[config.mk]
export PLATFORM = sky130hd
export DESIGN_NAME = ds3_los_detect
export DESIGN_NICKNAME = d
export VERILOG_FILES = /design/src/rtl/ds3_los_pkg.sv /design/src/rtl/los_zero_run.sv /design/src/rtl/los_ones_window.sv /design/src/rtl/los_state.sv /design/src/rtl/ds3_los_detect.sv
export SDC_FILE = /design/constraint.sdc
export NUM_CORES = 1
export LEC_CHECK = 0
export CAP_MARGIN = 20
export CORE_ASPECT_RATIO = 2
export CORE_MARGIN = 4
export CORE_UTILIZATION = 43
export DETAILED_ROUTE_END_ITERATION = 12
export PLACE_DENSITY_LB_ADDON = 0.1
export SYNTH_ARGS = -nofsm -noshare
export SYNTH_HDL_FRONTEND = slang
export SYNTH_SLANG_ARGS = --single-unit
[constraint.sdc]
create_clock -name clk -period 3.09 [get_ports clk]
set_input_delay 0.7725 -clock clk [delete_from_list [all_inputs] [get_ports clk]]
set_output_delay 0.7725 -clock clk [all_outputs]
set_load 0.01 [all_outputs]
[src/rtl/ds3_los_pkg.sv]
package ds3_los_pkg;

  typedef enum logic {
    ST_SIGNAL = 1'b0,
    ST_LOST   = 1'b1
  } los_state_e;

  function automatic int cnt_width(input int max_val);
    return (max_val < 1) ? 1 : $clog2(max_val + 1);
  endfunction

endpackage

[src/rtl/los_zero_run.sv]
module los_zero_run #(
  parameter int RUN_LEN = 180
) (
  input  logic clk,
  input  logic rst,
  input  logic en,
  input  logic mark_i,
  output logic hit_o
);
  localparam int CW = ds3_los_pkg::cnt_width(RUN_LEN);
  localparam logic [CW-1:0] LIMIT = CW'(RUN_LEN);

  logic [CW-1:0] cnt_q;
  logic [CW-1:0] cnt_next;

  always_comb begin
    if (mark_i)              cnt_next = '0;
    else if (cnt_q == LIMIT) cnt_next = cnt_q;
    else                     cnt_next = cnt_q + 1'b1;
  end

  assign hit_o = (cnt_next == LIMIT);

  always_ff @(posedge clk) begin
    if (rst)     cnt_q <= '0;
    else if (en) cnt_q <= cnt_next;
  end
endmodule

[src/rtl/los_ones_window.sv]
module los_ones_window #(
  parameter int WIN_LEN = 180
) (
  input  logic clk,
  input  logic rst,
  input  logic en,
  input  logic mark_i,
  output logic [ds3_los_pkg::cnt_width(WIN_LEN)-1:0] ones_next_o
);
  localparam int CW = ds3_los_pkg::cnt_width(WIN_LEN);

  logic [WIN_LEN-1:0] hist_q;
  logic [CW-1:0]      ones_q;
  logic               leaving;

  assign leaving     = hist_q[WIN_LEN-1];
  assign ones_next_o = ones_q + CW'(mark_i) - CW'(leaving);

  always_ff @(posedge clk) begin
    if (rst) begin
      hist_q <= '0;
      ones_q <= '0;
    end else if (en) begin
      hist_q <= {hist_q[WIN_LEN-2:0], mark_i};
      ones_q <= ones_next_o;
    end
  end
endmodule

[src/rtl/los_state.sv]
module los_state #(
  parameter int WIN_LEN  = 180,
  parameter int ONES_MIN = 60
) (
  input  logic clk,
  input  logic rst,
  input  logic en,
  input  logic run_hit_i,
  input  logic [ds3_los_pkg::cnt_width(WIN_LEN)-1:0] ones_next_i,
  input  logic ext_i,
  output logic flag_o,
  output logic los_o
);
  import ds3_los_pkg::*;
  localparam int CW = cnt_width(WIN_LEN);
  localparam logic [CW-1:0] WIN_FULL = CW'(WIN_LEN);
  localparam logic [CW-1:0] MIN_ONES = CW'(ONES_MIN);

  los_state_e    st_q, st_next;
  logic [CW-1:0] seen_q, seen_inc, seen_next;
  logic          los_q;

  assign seen_inc = (seen_q == WIN_FULL) ? seen_q : seen_q + 1'b1;

  always_comb begin
    st_next   = st_q;
    seen_next = seen_q;
    if (en) begin
      if (st_q == ST_SIGNAL) begin
        if (run_hit_i || ext_i) begin
          st_next   = ST_LOST;
          seen_next = '0;
        end
      end else begin
        seen_next = seen_inc;
        if (!ext_i && seen_inc == WIN_FULL && ones_next_i >= MIN_ONES)
          st_next = ST_SIGNAL;
      end
    end
  end

  always_ff @(posedge clk) begin
    if (rst) begin
      st_q   <= ST_SIGNAL;
      seen_q <= '0;
      los_q  <= 1'b0;
    end else begin
      st_q   <= st_next;
      seen_q <= seen_next;
      los_q  <= (st_next == ST_LOST) || ext_i;
    end
  end

  assign flag_o = (st_q == ST_LOST);
  assign los_o  = los_q;
endmodule

[src/rtl/ds3_los_detect.sv]
module ds3_los_detect #(
  parameter int ZERO_RUN = 180,
  parameter int WIN_LEN  = 180,
  parameter int ONES_MIN = 60,
  parameter int STAT_W   = 8
) (
  input  logic              clk,
  input  logic              rst,
  input  logic              en,
  input  logic              pos_i,
  input  logic              neg_i,
  input  logic              ext_los_i,
  output logic              los_o,
  output logic [STAT_W-1:0] status_o
);
  localparam int CW = ds3_los_pkg::cnt_width(WIN_LEN);

  logic          mark;
  logic          run_hit;
  logic [CW-1:0] ones_next;
  logic          flag;
  logic [STAT_W-1:0] status_q;

  assign mark = pos_i | neg_i;

  los_zero_run #(.RUN_LEN(ZERO_RUN)) u_zr (
    .clk(clk), .rst(rst), .en(en), .mark_i(mark), .hit_o(run_hit)
  );

  los_ones_window #(.WIN_LEN(WIN_LEN)) u_win (
    .clk(clk), .rst(rst), .en(en), .mark_i(mark), .ones_next_o(ones_next)
  );

  los_state #(.WIN_LEN(WIN_LEN), .ONES_MIN(ONES_MIN)) u_st (
    .clk(clk), .rst(rst), .en(en), .run_hit_i(run_hit),
    .ones_next_i(ones_next), .ext_i(ext_los_i), .flag_o(flag), .los_o(los_o)
  );

  always_ff @(posedge clk) begin
    if (rst) status_q <= '0;
    else     status_q <= {{(STAT_W-1){1'b0}}, ext_los_i};
  end

  assign status_o = status_q;
endmodule

# Yosys cells after proc, flatten, opt, wreduce, memory -nomap -nowiden
# Index checks and enable logic that the tools add are counted.
# word_totals
input_bits	6
register_bits	214
# classes
n_mux	9
bitwise_logic	1
reduce_logical	7
n_addsub	4
order_cmp	1
n_eq_ne	4
# ops
operator	n
8-bit two-way mux	5
8-bit == test, second input constant	4
8-bit by 1-bit adder with 8-bit output, second input constant	2
8-bit by 1-bit adder with 8-bit output	1
8-bit by 6-bit greater-or-equal comparator with 1-bit output, second input constant	1
8-bit by 1-bit subtractor with 8-bit output	1
1-bit two-way mux	4
1-bit logical AND	2
1-bit logical OR	2
2-bit AND reduction	1
2-bit nonzero test	1
1-bit zero test	1
1-bit bitwise OR	1

# Logic depth before layout (Yosys ltp)
# Gate-level depths: netlist (run 1).
# depth
depth_word	9
depth_mapped	11
mapped_depth_nobuf	11

# Hierarchy
# A second synthesis (run 1) with hierarchy kept.
# unflattened
cells_unflattened	837
hier_area_um2	8303.0
# modules_own_cells
mod	seq_area_each_um2	n_inst	area_per_inst_um2	cells_per_inst
los_ones_window	3763.6	1	6970.4	669
los_state	200.2	1	676.9	83
los_zero_run	160.2	1	566.8	74
ds3_los_detect	20.0	1	88.8	11

# Least setup slack after synthesis (run 1)
# Ideal clock, no wire load.
# synth_timing
path_type	in2reg
start	input port neg_i
end	register u_st.los_q (netlist: u_st.los_o)
path_slack_ns	0.053
path_stages	10
required_ns	2.958
arrival_ns	2.905
path_cell_list	nor2_1 inv_1 ha_1 fa_1 a21o_1 a21oi_1 xnor2_1 nand4b_1 a311oi_1 o211ai_1
# synth_via
elab_chain_len	9
elab_cells_between_ends	13
cone_classes	2 x add/sub; 1 x order compare; 1 x eq/ne; 5 x mux; 1 x bitwise; 3 x reduce/logical
# synth_lines
item	line	text
start, declared	ds3_los_detect.sv:11	input logic neg_i,
1-bit bitwise OR (*)	ds3_los_detect.sv:24	assign mark = pos_i | neg_i;
net mark	ds3_los_detect.sv:18	logic mark;
8-bit by 1-bit adder with 8-bit output	los_ones_window.sv:17	assign ones_next_o = ones_q + CW'(mark_i) - CW'(leaving);
8-bit by 1-bit subtractor with 8-bit output	los_ones_window.sv:17	
8-bit by 6-bit greater-or-equal comparator with 1-bit output	los_state.sv:36	if (!ext_i && seen_inc == WIN_FULL && ones_next_i >= MIN_ONES)
1-bit logical AND	los_state.sv:36	
1-bit two-way mux	los_state.sv:36	
1-bit two-way mux (*)	los_state.sv:29	if (st_q == ST_SIGNAL) begin
1-bit two-way mux (*)	los_state.sv:28	if (en) begin
1-bit logical OR (*)	los_state.sv:50	los_q <= (st_next == ST_LOST) || ext_i;
end signal, assigned	los_state.sv:50	
end, declared	los_state.sv:21	logic los_q;
# The timed path passes the listed nets; every way through them passes the cells marked *.
# A chain may end at the register's enable or synchronous reset.

# Worst setup path after layout (run 1)
# Same ends and word-level chain as after synthesis.

==> results of run 1 <==
-- cells in the mapped netlist (7+ instances only) --
cell type,count,share of area
buf_4,7,0.0064
dfxtp_1,207,0.51
xnor2_1,8,0.0086
nor2_1,201,0.092
buf_1,17,0.0078
ha_1,12,0.018
mux2i_1,185,0.23
inv_1,18,0.0083
nand3_1,10,0.0061
o21ai_0,13,0.0080
clkbuf_1,31,0.014
a21oi_1,12,0.0073
nand2_1,16,0.0073
-- power breakdown --
group | total [mW] | internal, mW | switching (mW)
Sequential | 2.73 | 2.70 | 0.0292
Clock | 2.72 | 1.74 | 0.986
Combinational | 0.607 | 0.293 | 0.314
-- state kept, by name, summed over array words and instances, names as in the netlist --
register and flops:
u_st.flag_o 1, u_zr.cnt_q 8, status_o 1, u_win.ones_q 8, u_st.los_o 1, u_st.seen_q 8, u_win.hist_q 180
-- metal layers --
| metal | global-route usage | vias up | share of wire |
|---|---|---|---|
| li1 | - | 2764 | - |
| met1 | 0.1396 | 2556 | 0.41 |
| met2 | 0.2400 | 54 | 0.53 |
| met3 | 0.02004 | 23 | 0.029 |
| met4 | 0.05095 | 0 | 0.027 |
| met5 | 0 | - | 0 |
-- worst reg2reg max path, delay by kind of cell, from the launching register on --
family / cells / cell delay (ns)
DFF: 1 / 0.33
adders and majority gates: 3 / 0.88
AOI/OAI and AO/OA: 5 / 1.01
buffers and inverters: 2 / 0.09
xor gates and xnor gates: 1 / 0.17
-- cell families after synthesis --
group | share of synthesized area
xor+xnor | 0.01178
compound gates | 0.05768
flops | 0.5067
fa+ha+maj | 0.02081
buf+inv | 0.03978
mux | 0.2264
simple gates | 0.1363
other cells | 0.0004586
-- layout make-up --
cell class,instances,share of cell area
clock inverter,9,0.01940
tap,255,0.03460
timing repair buffer,19,0.02211
multi-input combinational,546,0.4046
inverter,18,0.007326
sequential,207,0.4493
clock buffer,27,0.06268
-- placed cells by master, fill, tap and decap left out, types with 4 or more instances in the layout --
master,count
dfxtp_1,207
nor2_1,201
mux2i_1,185
clkbuf_16,21
inv_1,18
nand2_1,16
o21ai_0,13
a21oi_1,12
ha_1,12
nand3_1,10
buf_4,9
xnor2_1,8
conb_1,7
nor3_1,6
o21ai_1,6
bufinv_16,5
clkdlybuf4s50_1,5
a211oi_1,4
-- metrics by stage --
stage	utilization	setup WS [ns]	hold slack (ns)
4_1_cts	0.4920	0.2337	0.4984
6_report	0.4920	0.2451	0.4883
3_3_place_gp	0.4516	-0.1994	0.4720
2_1_floorplan	-	0.05263	0.4581
5_1_grt	0.4920	0.03840	0.5124
3_5_place_dp	0.4516	-0.2863	0.4831
-- worst paths after layout --
path | startpoint | to | slack, ns
min reg2reg | u_win.hist_q[95]$_SDFFE_PP0P_ | u_win.hist_q[96]$_SDFFE_PP0P_ | 0.49
max reg2reg | u_win.ones_q[0]$_SDFFE_PP0P_ | u_st.los_o$_SDFF_PP0_ | 0.48
max | neg_i | u_st.los_o$_SDFF_PP0_ | 0.25
min | u_win.hist_q[95]$_SDFFE_PP0P_ | u_win.hist_q[96]$_SDFFE_PP0P_ | 0.49
==> impl.org, run 1 <==
** Status
- Run status :: finished clean

** Detailed routing
- Iteration-0 DRC count of the detailed router :: about 230
- Summed over all layers, the routed wires come to between 10 and 15 mm.
- Antenna-violating nets left :: 0
- In the routed design, unresolved DRC markers number 0.
- Average routed wire per standard cell :: approximately 12 um
- Dividing the detail-routed via count by the number of cells gives around 5.0.
- Number of optimization iterations in the first detailed-route pass :: 4
- Total via count after detailed routing :: about 5,400

** Final layout
- The sequential cells in the finished layout cover a total of a little over 4000 um2.
- Number of antenna repair diodes :: 0
- Multi-input combinational cell area :: approximately 3700 um2
- After filler insertion, the fill cell instance count of the layout stands at 1,747.
- In the final layout, the share of cells above drive strength 1 is 0.06538.
- After the flow finishes, the layout carries non-filler instances totaling around 1,100.
- The final layout contains 831 nets.
- Area of all placed cells without fillers :: a little over 9000 um2
- Synth-to-layout area growth :: 12.78%

** Critical path
- On the critical path, the stage with the largest delay is an instance of clkdlybuf4s50_1.
- Arrival time reported for the critical path endpoint :: around 3.2 ns
- Endpoint class of the critical path :: flip-flop
- The signal on the critical path passes through clkdlybuf4s50_1 -> nor2_1 -> inv_1 -> ha_1 -> fa_1 -> a21o_1 -> a21oi_1 -> o21ai_0 -> xnor2_1 -> a311oi_1 -> o211ai_1.
- Crit path buffers/inverters :: 2
- Critical path launch point type :: primary input
- The largest single stage delay on the critical path is roughly 0.4 ns.
- Of all nets on the critical path, the largest fanout is 2.
- The critical path in this run is classified as primary input to flip-flop.
- Cell depth of the worst flop-to-flop path :: 11
- At the worst endpoint, the required time is around 3.5 ns.
- The critical path crosses 11 cells after its start point.
- Family of cells with the greatest summed delay on the critical path :: compound AO/OA/AOI/OAI gates

** Timing
- Setup repair after global routing left no endpoint under its margin.
- The number of endpoints with negative hold slack in the final report is 0.
- For this run, the top clock speed supported by timing is 351.5 MHz.
- Final clock period utilization by the worst path :: 0.9207
- Relative max-transition margin :: 0.4954
- Slew at the pin closest to its max-slew limit :: roughly 0.75 ns
- The max-slew violation count came to 0.
- The clock arrives with roughly 0.013 ns of skew.
- Sum Neg Setup Slack :: 0 ns
- Min cycle time layout :: 2.845 ns
- Setup violations remaining at the end of the flow were counted as 0.

** Logic synthesis
- Synthesis handed over a netlist of ~830 instances.
- Sequential fraction of the synthesis area :: 0.5067
- After synthesis, the share of flip-flops with an asynchronous set or reset is 0.
- Average instance area after synthesis :: roughly 9.9 um2
- Number of synthesized flops with an enable pin :: 0
- Flip-flop and latch count after synthesis :: about 210
- For this run, the number of Yosys warnings is 0.
- Cell variety after synth :: 56
- Most used DFF post-synth :: dfxtp_1
- In this run the cell area of the synthesized design comes to just over 8000 um2.

** Floorplan
- Top-level port count :: 15
- Die area :: ~21,000 um2
- The floorplan step set the die width to around 110 um.
- Initial core utilization :: 0.4363
- Area of the placeable core :: between 15,000 and 20,000 um2
- The initialized floorplan defines just over 70 standard-cell rows.
- Y dimension of the die :: 203.0 um

** Pwr
- VDD sags by at most around 0.00034 V.
- Summing internal, switching and leakage power gives about 6 mW.
- For this design the ratio of total power to cell area is 657.1 nW/um2.
- Leakage power figure :: 3.903 nW

** Worst hold path
- Worst min-delay path class :: flip-flop to flip-flop
- The worst hold path passes through 2 cells.

** Placed design
- Post-placement cell area :: about 8500 um2
- Placer's final routability congestion estimate :: between 0.8 and 0.9
- Detailed placer's ending HPWL :: 8.337 mm
- Dpl cells :: 1,045
- During placement, the flow inserted port buffers numbering 7.

** Clock tree
- Clock latency on the worst-skew pair, taken at its later pin, is approximately 0.49 ns.
- CTS tree :: yes
- Post-CTS timing repair inserted 0 buffers for setup.
- Clock Sink Count :: about 210
- Cell at the root of the clock tree :: clkbuf_16
- Clock-pin slew was measured on the worst setup and hold paths at approximately 0.060 ns.
- The clock passes through at most 3 buffers.
- H-tree depth :: 1
- After clock tree synthesis, the repair step resized 0 gates.
- CTS buffer count :: 20
- Hold bufs inserted after CTS :: 0

** GRT
- Global route overflow :: 0
- Vias in the first global route :: 5,260
- Total global-route track usage :: 0.1272
- Global-route wire length before repair :: roughly 24 mm
- Largest net degree at the start of global routing :: between 100 and 150
- Number of antenna violations at the first check in global routing :: 0

** Flow run
- Maxcap violations :: 0
No activity file was read; power rests on OpenSTA's default activity.
==> run 2, diff against run 1 <==
--- a/config.mk
+++ b/config.mk
@@ -7,8 +7,8 @@
 export LEC_CHECK = 0
 export CAP_MARGIN = 20
 export CORE_ASPECT_RATIO = 2
-export CORE_MARGIN = 4
 export CORE_UTILIZATION = 43
+export CTS_CLUSTER_SIZE = 8
 export DETAILED_ROUTE_END_ITERATION = 12
 export PLACE_DENSITY_LB_ADDON = 0.1
 export SYNTH_ARGS = -nofsm -noshare
==> impl.org, run 2 (same netlist as run 1, synthesis figures left out) <==
** Status
- Run status :: finished clean

** Detailed routing
- Number of optimization iterations in the first detailed-route pass :: 4
- The detailed router placed between 5,000 and 6,000 vias in this run.
- Summed over all layers, the routed wires come to about 13 mm.
- Dividing the detail-routed wire length by the instance count gives about 12 um.
- In this run, the number of DRC markers left after iteration 0 of detailed routing was between 200 and 250.
- Dividing the detail-routed via count by the number of cells gives approximately 5.1.
- DRC errors left :: 0
- Once detail routing completed, the nets flagged for antenna violations numbered 0.

** Floorplan
- The die covers approximately 20,000 um2.
- Horizontal die dimension :: 99.52 um
- Top-level port count :: 15
- For this configuration, the core starts out at a cell density of 0.4363.
- Number of placement rows :: 71
- Y dimension of the die :: about 200 um
- The core region is 18,740 um2.

** Placed design
- Port-buffer cells :: 7
- Detailed placer's ending HPWL :: 7.884 mm
- Pre-CTS worst setup slack :: -0.2647 ns
- The congestion estimate from routability-driven global placement came to 0.7886.

** Final layout
- Net count, final :: roughly 840
- Number of antenna repair diodes :: 0
- The library cells used most frequently in the layout, excluding fill and tap cells, are 207 x dfxtp_1, 201 x nor2_1, 185 x mux2i_1, 29 x clkbuf_16, 18 x inv_1.
- Of the cells placed in the final design, the portion with a size suffix greater than 1 is 0.05753.
- Synth-to-layout area growth :: 12.32%
- Sequential cell area :: approximately 4100 um2
- Fill cells :: 1,744
- Top reg by flops :: u_win.hist_q
- The library cell used most frequently in the layout, excluding fill and tap cells, is dfxtp_1.
- Measured on the finished design, the core utilization comes to 0.4900.
- Multi-input combinational cell area :: 3731 um2
- Largest register FFs :: 180

** Critical path
- End of the worst register-to-register path :: u_st.los_o$_SDFF_PP0_
- Critical path data required time :: about 3.5 ns
- Setup CP Type :: primary input to flip-flop
- Counting cells, the worst reg-to-reg path comes to 11.
- Arrival time reported for the critical path endpoint :: between 3 and 4 ns
- In this run the critical register-to-register path is launched from u_win.ones_q[0]$_SDFFE_PP0P_.
- The setup check on the worst reg-to-reg path leaves a slack of 0.50 ns.
- Endpoint class of the critical path :: flip-flop
- Biggest fanout along the worst timing path :: 2
- The worst setup path is launched from a primary input.

** Timing
- On the final layout, the worst hold slack is roughly 0.48 ns.
- Setup violations remaining at the end of the flow were counted as 0.
- Post-route worst setup slack :: 0.2907 ns
- The number of endpoints with negative hold slack in the final report was 0.
- In the final timing run, aggregate negative setup slack is 0 ns.
- Setup repair after global routing left no endpoint under its margin.
- In this run the tightest slew margin relative to its limit is 0.4873.
- Number of max-slew violations in the final report :: 0
- Min cycle time layout :: 2.799 ns
- For this run, the top clock speed supported by timing is approximately 360 MHz.
- Final clock period utilization by the worst path :: 0.9059
- Largest clock skew in the final design :: 0.01153 ns
- Slew at the pin closest to its max-slew limit :: 0.7610 ns

** Clock tree
- In this run the number of H-tree levels came out at 1.
- Insertion delay of the later-clocked pin in the worst-skew pair :: 0.54 ns
- CTS tree :: yes
- Maximum clock path buffer count :: 3
- In this run, post-CTS repair resized a total of 0 instances.
- Once the clock tree was built, the setup fixing pass inserted 0 buffers.
- Clock tree synthesis found a total of about 210 sinks.
- The tree is rooted in a clkbuf_16.
- Clock-pin slew was measured on the worst setup and hold paths at approximately 0.050 ns.
- Counting the buffers created by CTS gives 29.
- In this run, post-CTS hold repair placed 0 buffers.

** Worst hold path
- Counting instances, the worst hold path has a depth of 2.
- Endpoint with the worst hold slack :: u_win.hist_q[139]$_SDFFE_PP0P_
- The path class of the tightest hold or removal check is flip-flop to flip-flop.
- In this run the most critical hold path is launched from u_win.hist_q[138]$_SDFFE_PP0P_.

** GRT
- Global-route wire length before repair :: 23.42 mm
- The number of global-route vias before repair came to approximately 5,500.
- Largest net degree at the start of global routing :: 120
- Number of antenna violations at the first check in global routing :: 0
- Across every metal layer, demand over resource in global routing totals 0.1423.
- The total overflow left after global routing is 0.

** Pwr
- The analysis attributes to cell leakage a power of 3.889 nW.
- IR analysis of the VDD net gives a maximum drop of 0.0003799 V.
- Final Power :: between 5 and 6 mW
- Power per cell area :: ~650 nW/um2

** Flow run
- The tool flagged a number of max-cap violations equal to 0.
run 2: critical path, stage by stage:
cell and delay (ns):
clkdlybuf4s50_1 0.42, nor2_1 0.15, inv_1 0.08, ha_1 0.21, fa_1 0.39, a21o_1 0.16, a21oi_1 0.21, xnor2_1 0.19
nand4b_1 0.13, a311oi_1 0.34, o211ai_1 0.14
run 2: worst max-delay path by stage:
stage          start               endpoint  slack [ns]  cells after the start
2_1_floorplan  neg_i  u_st.los_o$_SDFF_PP0_        0.05                     10
3_3_place_gp   neg_i  u_st.los_o$_SDFF_PP0_       -0.21                     11
3_5_place_dp   neg_i  u_st.los_o$_SDFF_PP0_       -0.26                     11
4_1_cts        neg_i  u_st.los_o$_SDFF_PP0_        0.29                     11
5_1_grt        neg_i  u_st.los_o$_SDFF_PP0_        0.08                     11
6_report       neg_i  u_st.los_o$_SDFF_PP0_        0.29                     11
run 2: stage by stage:
step           cell area [um2]  instances
6_report                  9185       1072
4_1_cts                   9185       1072
5_1_grt                   9185       1072
3_3_place_gp              8436       1041
3_5_place_dp              8436       1041
2_1_floorplan             8200        831
run 2: final cells by class:
type                    count  share of cell area
repair buffers             15             0.01893
clock buffers              30             0.07942
flip-flops and latches    207              0.4512
clock inverters             1            0.002180
well taps                 255             0.03474
inverters                  18            0.007356
multi-input cells         546              0.4062
run 2: per-layer routing:
layer / part of all wire / global-route usage / wire (um) / vias to the layer above
met4: 0.035 / 0.08170 / 470 / 0
met1: 0.42 / 0.1450 / 5604 / 2608
met2: 0.51 / 0.2659 / 6781 / 98
met5: 0 / 0 / 0 / -
li1: - / - / - / 2770
met3: 0.040 / 0.02619 / 536 / 39
run 2: where the power goes:
group          internal (mW)  switching, mW
registers               2.71         0.0279
clock network           1.64           1.06
logic                  0.240          0.299
